### src/rtl/msglink_pkg.sv
package msglink_pkg;
    localparam int MSG_BYTES = 14;
    localparam int MSG_W     = MSG_BYTES * 8;

    // bytes carried per beat for each transport mode
    function automatic int beat_bytes(input int mode);
        case (mode)
            0:       return MSG_BYTES;
            1:       return MSG_BYTES / 2;
            default: return 1;
        endcase
    endfunction

    function automatic int beat_count(input int mode);
        return MSG_BYTES / beat_bytes(mode);
    endfunction
endpackage

### src/rtl/msglink_tx.sv
module msglink_tx
    import msglink_pkg::*;
#(
    parameter int LINK_MODE = 2
) (
    input  logic                     clk,
    input  logic                     rst,
    input  logic                     src_valid,
    output logic                     src_ready,
    input  logic [MSG_W-1:0]         src_data,
    output logic                     lnk_valid,
    input  logic                     lnk_ready,
    output logic [beat_bytes(LINK_MODE)*8-1:0] lnk_data,
    output logic                     lnk_last
);
    localparam int BW = beat_bytes(LINK_MODE) * 8;
    localparam int NB = beat_count(LINK_MODE);
    localparam int CW = (NB > 1) ? $clog2(NB) : 1;
    localparam logic [CW-1:0] LAST_IDX = CW'(NB - 1);

    typedef struct packed {
        logic             busy;
        logic [CW-1:0]    cnt;
        logic [MSG_W-1:0] hold;
    } tx_state_t;

    tx_state_t st_d, st_q;

    always_comb begin
        st_d = st_q;
        if (!st_q.busy && src_valid) begin
            st_d.busy = 1'b1;
            st_d.cnt  = '0;
            st_d.hold = src_data;
        end else if (st_q.busy && lnk_ready) begin
            if (st_q.cnt == LAST_IDX) begin
                st_d.busy = 1'b0;
                st_d.cnt  = '0;
            end else begin
                st_d.cnt = st_q.cnt + 1'b1;
            end
        end
    end

    always_ff @(posedge clk) begin
        if (rst) begin
            st_q <= '0;
        end else begin
            st_q <= st_d;
        end
    end

    assign src_ready = !st_q.busy;
    assign lnk_valid = st_q.busy;
    assign lnk_data  = st_q.hold[BW*st_q.cnt +: BW];
    assign lnk_last  = (st_q.cnt == LAST_IDX);
endmodule

### src/rtl/msglink_rx.sv
module msglink_rx
    import msglink_pkg::*;
#(
    parameter int LINK_MODE = 2
) (
    input  logic                     clk,
    input  logic                     rst,
    input  logic                     lnk_valid,
    output logic                     lnk_ready,
    input  logic [beat_bytes(LINK_MODE)*8-1:0] lnk_data,
    input  logic                     lnk_last,
    output logic                     dst_valid,
    input  logic                     dst_ready,
    output logic [MSG_W-1:0]         dst_data
);
    localparam int BW = beat_bytes(LINK_MODE) * 8;
    localparam int NB = beat_count(LINK_MODE);
    localparam int CW = (NB > 1) ? $clog2(NB) : 1;

    typedef struct packed {
        logic             full;
        logic [CW-1:0]    cnt;
        logic [MSG_W-1:0] asm_buf;
    } rx_state_t;

    rx_state_t st_d, st_q;

    always_comb begin
        st_d = st_q;
        if (st_q.full && dst_ready) begin
            st_d.full = 1'b0;
        end
        if (!st_q.full && lnk_valid) begin
            st_d.asm_buf[BW*st_q.cnt +: BW] = lnk_data;
            if (lnk_last) begin
                st_d.full = 1'b1;
                st_d.cnt  = '0;
            end else begin
                st_d.cnt = st_q.cnt + 1'b1;
            end
        end
    end

    always_ff @(posedge clk) begin
        if (rst) begin
            st_q <= '0;
        end else begin
            st_q <= st_d;
        end
    end

    assign lnk_ready = !st_q.full;
    assign dst_valid = st_q.full;
    assign dst_data  = st_q.asm_buf;
endmodule

### src/rtl/msg_link_serdes.sv
module msg_link_serdes
    import msglink_pkg::*;
#(
    parameter int LINK_MODE = 2
) (
    input  logic                     clk,
    input  logic                     rst,
    input  logic                     src_valid,
    output logic                     src_ready,
    input  logic [MSG_W-1:0]         src_data,
    output logic                     txl_valid,
    input  logic                     txl_ready,
    output logic [beat_bytes(LINK_MODE)*8-1:0] txl_data,
    output logic                     txl_last,
    input  logic                     rxl_valid,
    output logic                     rxl_ready,
    input  logic [beat_bytes(LINK_MODE)*8-1:0] rxl_data,
    input  logic                     rxl_last,
    output logic                     dst_valid,
    input  logic                     dst_ready,
    output logic [MSG_W-1:0]         dst_data
);
    msglink_tx #(.LINK_MODE(LINK_MODE)) u_tx (
        .clk       (clk),
        .rst       (rst),
        .src_valid (src_valid),
        .src_ready (src_ready),
        .src_data  (src_data),
        .lnk_valid (txl_valid),
        .lnk_ready (txl_ready),
        .lnk_data  (txl_data),
        .lnk_last  (txl_last)
    );

    msglink_rx #(.LINK_MODE(LINK_MODE)) u_rx (
        .clk       (clk),
        .rst       (rst),
        .lnk_valid (rxl_valid),
        .lnk_ready (rxl_ready),
        .lnk_data  (rxl_data),
        .lnk_last  (rxl_last),
        .dst_valid (dst_valid),
        .dst_ready (dst_ready),
        .dst_data  (dst_data)
    );
endmodule

### config.mk
export PLATFORM = sky130hd
export DESIGN_NAME = msg_link_serdes
export DESIGN_NICKNAME = d
export VERILOG_FILES = /design/src/rtl/msglink_pkg.sv /design/src/rtl/msglink_tx.sv /design/src/rtl/msglink_rx.sv /design/src/rtl/msg_link_serdes.sv
export SDC_FILE = /design/constraint.sdc
export NUM_CORES = 1
export LEC_CHECK = 0
export ABC_AREA = 1
export BUFFER_PORTS_ARGS = -buffer_cell sky130_fd_sc_hd__buf_2
export CORE_ASPECT_RATIO = 0.7
export CORE_MARGIN = 4
export CORE_UTILIZATION = 25
export CTS_CLUSTER_SIZE = 10
export DETAILED_ROUTE_END_ITERATION = 8
export SETUP_SLACK_MARGIN = 0.15
export SYNTH_ARGS = -nofsm -noshare
export SYNTH_HDL_FRONTEND = slang
export SYNTH_SLANG_ARGS = --single-unit
export TNS_END_PERCENT = 1
### constraint.sdc
create_clock -name clk -period 2.3 [get_ports clk]
set_input_delay 0.115 -clock clk [delete_from_list [all_inputs] [get_ports clk]]
set_output_delay 0.115 -clock clk [all_outputs]
set_load 0.005 [all_outputs]
* Word-level counts from Yosys, hierarchy flattened
Cells that the tools add are included.
** Cells by class
- $add $sub $neg :: 3
- Muxes and demuxes :: 9
- Reductions and logical operators :: 10
- Equality and inequality tests :: 1
- Shift operators :: 3
** Operators with widths (count)
- $mux 117 :: 1
- $bwmux 112 :: 1
- $shift 8x34->112 const A :: 1
- $shiftx 112x8->8 :: 1
- $shiftx 8x34->112 :: 1
- $neg 7->34 :: 1
- $mux 5 :: 2
- $add 4x1->4 const B :: 2
- $mux 4 :: 2
- $eq 4x4->1 const B :: 1
- $logic_and 1x1->1 :: 4
- $reduce_bool 2->1 :: 2
- $mux 1 :: 3
- $logic_not 1->1 :: 2
- $reduce_and 2->1 :: 1
- $reduce_or 2->1 :: 1
** Word-level totals
- Flip-flop bits (word level) :: 234
- Bits of input ports :: 127
- Word-level logic and storage cells :: 32

* Longest topological paths before layout
- Depth in word-level cells :: 4
- Mapped depth :: 12
- Depth with buffers taken out :: 10

* By module
A second synthesis with hierarchy kept.
** Unflattened totals
- Cells, all modules :: 1574
- Area total of the unflattened synthesis :: 10986.8 um^2
** By module, submodules not included
- msglink_rx :: area an instance 5562.8 um^2, cells an instance 740, times used 1
- msglink_tx :: area an instance 5424.0 um^2, cells an instance 834, times used 1

* Worst setup path before layout
OpenSTA, ideal clock, no wires.
- Kind :: register to register
- Start :: reg u_rx.st_q[112] in the netlist's numbering
- End :: reg with a tool-made name
- Setup time :: 0.116 ns
- Cell stages (with the launch flop) :: 11
- Arrival time :: 1.842 ns
- Buffers on the path :: 0
- Required time :: 2.184 ns
- Setup slack :: 0.342 ns
- Path through :: dfxtp_1 nor3_2 ha_1 inv_1 nand3_2 inv_2 nand2_2 nor2_4 inv_1 o21ai_0 nor2_1
** RTL lines
- start, declared :: line msglink_rx.sv:26 : rx_state_t st_d, st_q;
- start signal, assigned :: line msglink_rx.sv:48 : st_q <= st_d;

* Final worst setup path
- Start :: reg u_tx.st_q[113] in the netlist's numbering
- End :: out txl_data[1]
** Between the ends
- Word-level cells in the longest chain between the ends :: 1
** Ends and longest elaborated chain
- start, declared :: line msglink_tx.sv:27 : tx_state_t st_d, st_q;
- start signal, assigned :: line msglink_tx.sv:49 : st_q <= st_d;
- $shiftx 112x8->8 :: line msglink_tx.sv:55 : assign lnk_data = st_q.hold[BW*st_q.cnt +: BW];
- end, declared :: line msg_link_serdes.sv:13 : output logic [beat_bytes(LINK_MODE)*8-1:0] txl_data,
No other way between the ends.

==> results.md <==
- Status: complete, no violations
- Largest family of logic cells by synthesized area: simple AND/OR/NAND/NOR gates
- Tmin final: 2.20 ns
- Antenna violations before repair: 2
- H-tree depth: 1
- CTS root buffer: clkbuf_16
- Slew Limit Fails: 0
- TritonCTS clock tree: yes
- Global-route wire length before repair: just over 60000 um
- CP Class: reg -> out
- Post-Syn Area: 0.0110 mm^2
- Largest net degree at the start of global routing: 114
- Worst Tran Pin Value: 0.920 ns
- DR pass1 iterations: 7
- Post-Synth Simple-Gate Area: between 20% and 30%
- Post-Synth Adder-Cell Area: 0.454%
- Chip Width: 259 um
- Clock Sink Count: ~230
- PortBufs: roughly 250
- Pleak: 6.72 nW
- Post-route worst setup slack: 0.0984 ns
- Post-synthesis sequential area ratio: between 40 and 50%
- Final Hold Vio Count: 0
- Flops & latches, synth: 234
- Synth Net Count: 1712
- Synth top area cells: dfxtp_1, nor2_1, o21ai_0, buf_4, nand2_1
- Clk_lat worst skew: 0.56 ns
- Crit path launch type: flop
- TritonCTS Buffers: 28
- Hold Path Class: in -> reg
- Fin Hold WS: 0.0672 ns
- DRC violations left: 0
- Antenna viol nets, final: 0
- Max cap viols: 0
- Maximum clock insertion buffer count: 3
- Mux contribution to synthesized area: 0%
- Cell variety after synth: 34
- Post-synth top area share: 42.5%
- Iteration-0 DRC count of the detailed router: 954
- Synth area leader: dfxtp_1
- I/O pins: approximately 250
- Core area: approximately 0.044 mm^2
- Required @ worst endpoint: ~2.2 ns
- Setup_tns: 0 ns
- Max Clk Rate: 0.454 GHz
- Vias in the first global route: 10.8k
- Final period util: a little over nine tenths
- Setup Viol. Count Final: 0
- Share of cells above drive strength 1: a little over a fifth
- Area Overhead vs Synth: 31.3%
- Metal2 WL: 16800 um
- CP Capture Type: output port
- Top layer in use: met4
- Crit path DAT: 2.09 ns
- Compound-Gate Fraction of Synth Area: 14.8%
- Peak VDD IR: 486 uV
- Crit-path max FO: 7
- HPWL after detailed placement: about 28000 um
- Yosys warnings: 0
- Met1 WL: about 18000 um
- Rows: 64
- Max transition margin: between 30 and 40%
- CTS clock-pin slew for the worst setup and hold paths: 0.06 ns
- Fill cells: 4574
- Post-Route WL: 40300 um
- Met3 WL: approximately 3400 um
- Syn Inst Count: 1581
- Post-DR wirelength/cell: 16.5 um
- Final net count: around 2k
- Worst slack at placement: between 0.02 and 0.025 ns
- GPL Wtd Cong: 0.914
- Die ar.: 0.0476 mm^2
- Xor-xnor portion of the synthesized cell area: less than 1%
- Die Span Y: ~180 um
- Power Dens Cells: 656 mW/mm^2
- Syn avg cell area: about 7 um^2
- Initial Util: 25.3%
- Via count: 11.2k
- Grt ovf: 0
- Overall Global Routing Usage: 16.2%
- Clock skew: between 0.03 and 0.04 ns
- RSZ-0062 raised after global routing: yes
- Via density: approximately 4.6
timing repair:
| item | CTS | global route |
|---|---|---|
| hold buffers | 122 | 0 |
| gates resized for setup | 21 | 34 |
| cloned | 1 | 1 |
| pin swaps | 1 | 13 |
| endpoints found under the hold margin | 135 | 0 |
| setup endpoints to repair | 70 | 120 |
| setup buffers | 1 | 11 |
synthesized netlist by cell type, drive strengths merged:
cell type / n
dfxtp: 234
o21a: 8
or2: 1
nand2: 164
a21oi: 40
a211oi: 1
nand4: 28
clkinv: 2
buf: 144
a22oi: 24
ha: 4
nor3: 6
nor2: 473
inv: 124
xnor2: 1
nand3: 38
o211ai: 1
clkbuf: 53
o21ai: 234
xor2: 1
worst max-delay path, cell delays in order (launching register included):
cell       delay [ns]
dfxtp_4          0.38
inv_6            0.06
nor2_4           0.25
clkbuf_16        0.23
a22oi_1          0.09
o21ai_2          0.13
nand2_1          0.10
nand2_1          0.07
nand2_1          0.05
inv_1            0.05
buf_2            0.11
stage by stage:
step | area (um^2) | power (W) | std cells | util (%)
6_report | 14500 | 0.00949 | 2442 | 33.2
5_1_grt | 14500 | 0.00991 | 2441 | 33.2
2_1_floorplan | 11000 | 0.00502 | 1581 | -
3_5_place_dp | 12200 | 0.00543 | 2266 | 27.9
4_1_cts | 14300 | 0.00955 | 2427 | 32.7
3_3_place_gp | 12200 | 0.00542 | 2266 | 27.9
kinds of logic (layout without fill, tap and decap cells):
logic type	after synthesis	count (layout)
other	0	3
adder cells (fa/ha/maj)	4	4
flip-flops	234	234
XOR/XNOR	2	2
AO/OA/AOI/OAI	308	308
buffers and inverters	323	587
AND/OR/NAND/NOR	710	710
placed cells by master (no fill, tap or decap), types with 6 or more instances in the layout:
cell / instances
o21a_1: 8
a22oi_1: 18
inv_1: 108
a21oi_1: 40
nor2_4: 9
nor2_1: 455
buf_4: 38
dfxtp_1: 231
inv_2: 13
buf_12: 9
o21ai_0: 208
nor2_2: 9
dlygate4sd3_1: 122
o21ai_1: 19
clkbuf_16: 29
o21ai_2: 7
nand3_1: 32
buf_2: 251
nand4_1: 27
nand2_1: 157
a22oi_2: 6
cell type report:
| type | count | area (um^2) | area share [%] |
|---|---|---|---|
| Inverter | 126 | 485 | 3.35 |
| Timing Repair Buffer | 424 | 3020 | 20.8 |
| Multi-Input combinational cell | 1024 | 4760 | 32.9 |
| Clock buffer | 34 | 743 | 5.13 |
| Antenna cell | 3 | 7.51 | 0.0519 |
| Tap cell | 594 | 743 | 5.13 |
| Sequential cell | 234 | 4690 | 32.4 |
| Clock inverter | 3 | 28.8 | 0.199 |
report_power, final:
part	switching, W	internal [W]	total, W
clock	0.00167	0.00224	0.00391
sequential	0.0000997	0.00423	0.00433
combinational	0.000743	0.000509	0.00125
final timing paths:
check / endpoint / start / slack (ns) / cells after the start
max: txl_data[1] / u_tx.st_q[113]$_SDFFE_PP0P_ / 0.1 / 10
min: flop / rxl_data[0] / 0.07 / 7
max reg2reg: flop / u_rx.st_q[112]$_SDFFE_PP0P_ / 0.16 / 10
min reg2reg: flop / flop / 0.44 / 2
metal layers:
| metal | up-vias | GRT usage [%] |
|---|---|---|
| met5 | - | 0 |
| li1 | 5439 | - |
| met1 | 5149 | 21.5 |
| met4 | 0 | 8.85 |
| met3 | 145 | 3.65 |
| met2 | 510 | 24.5 |
Power figures use the tool's default switching activity.
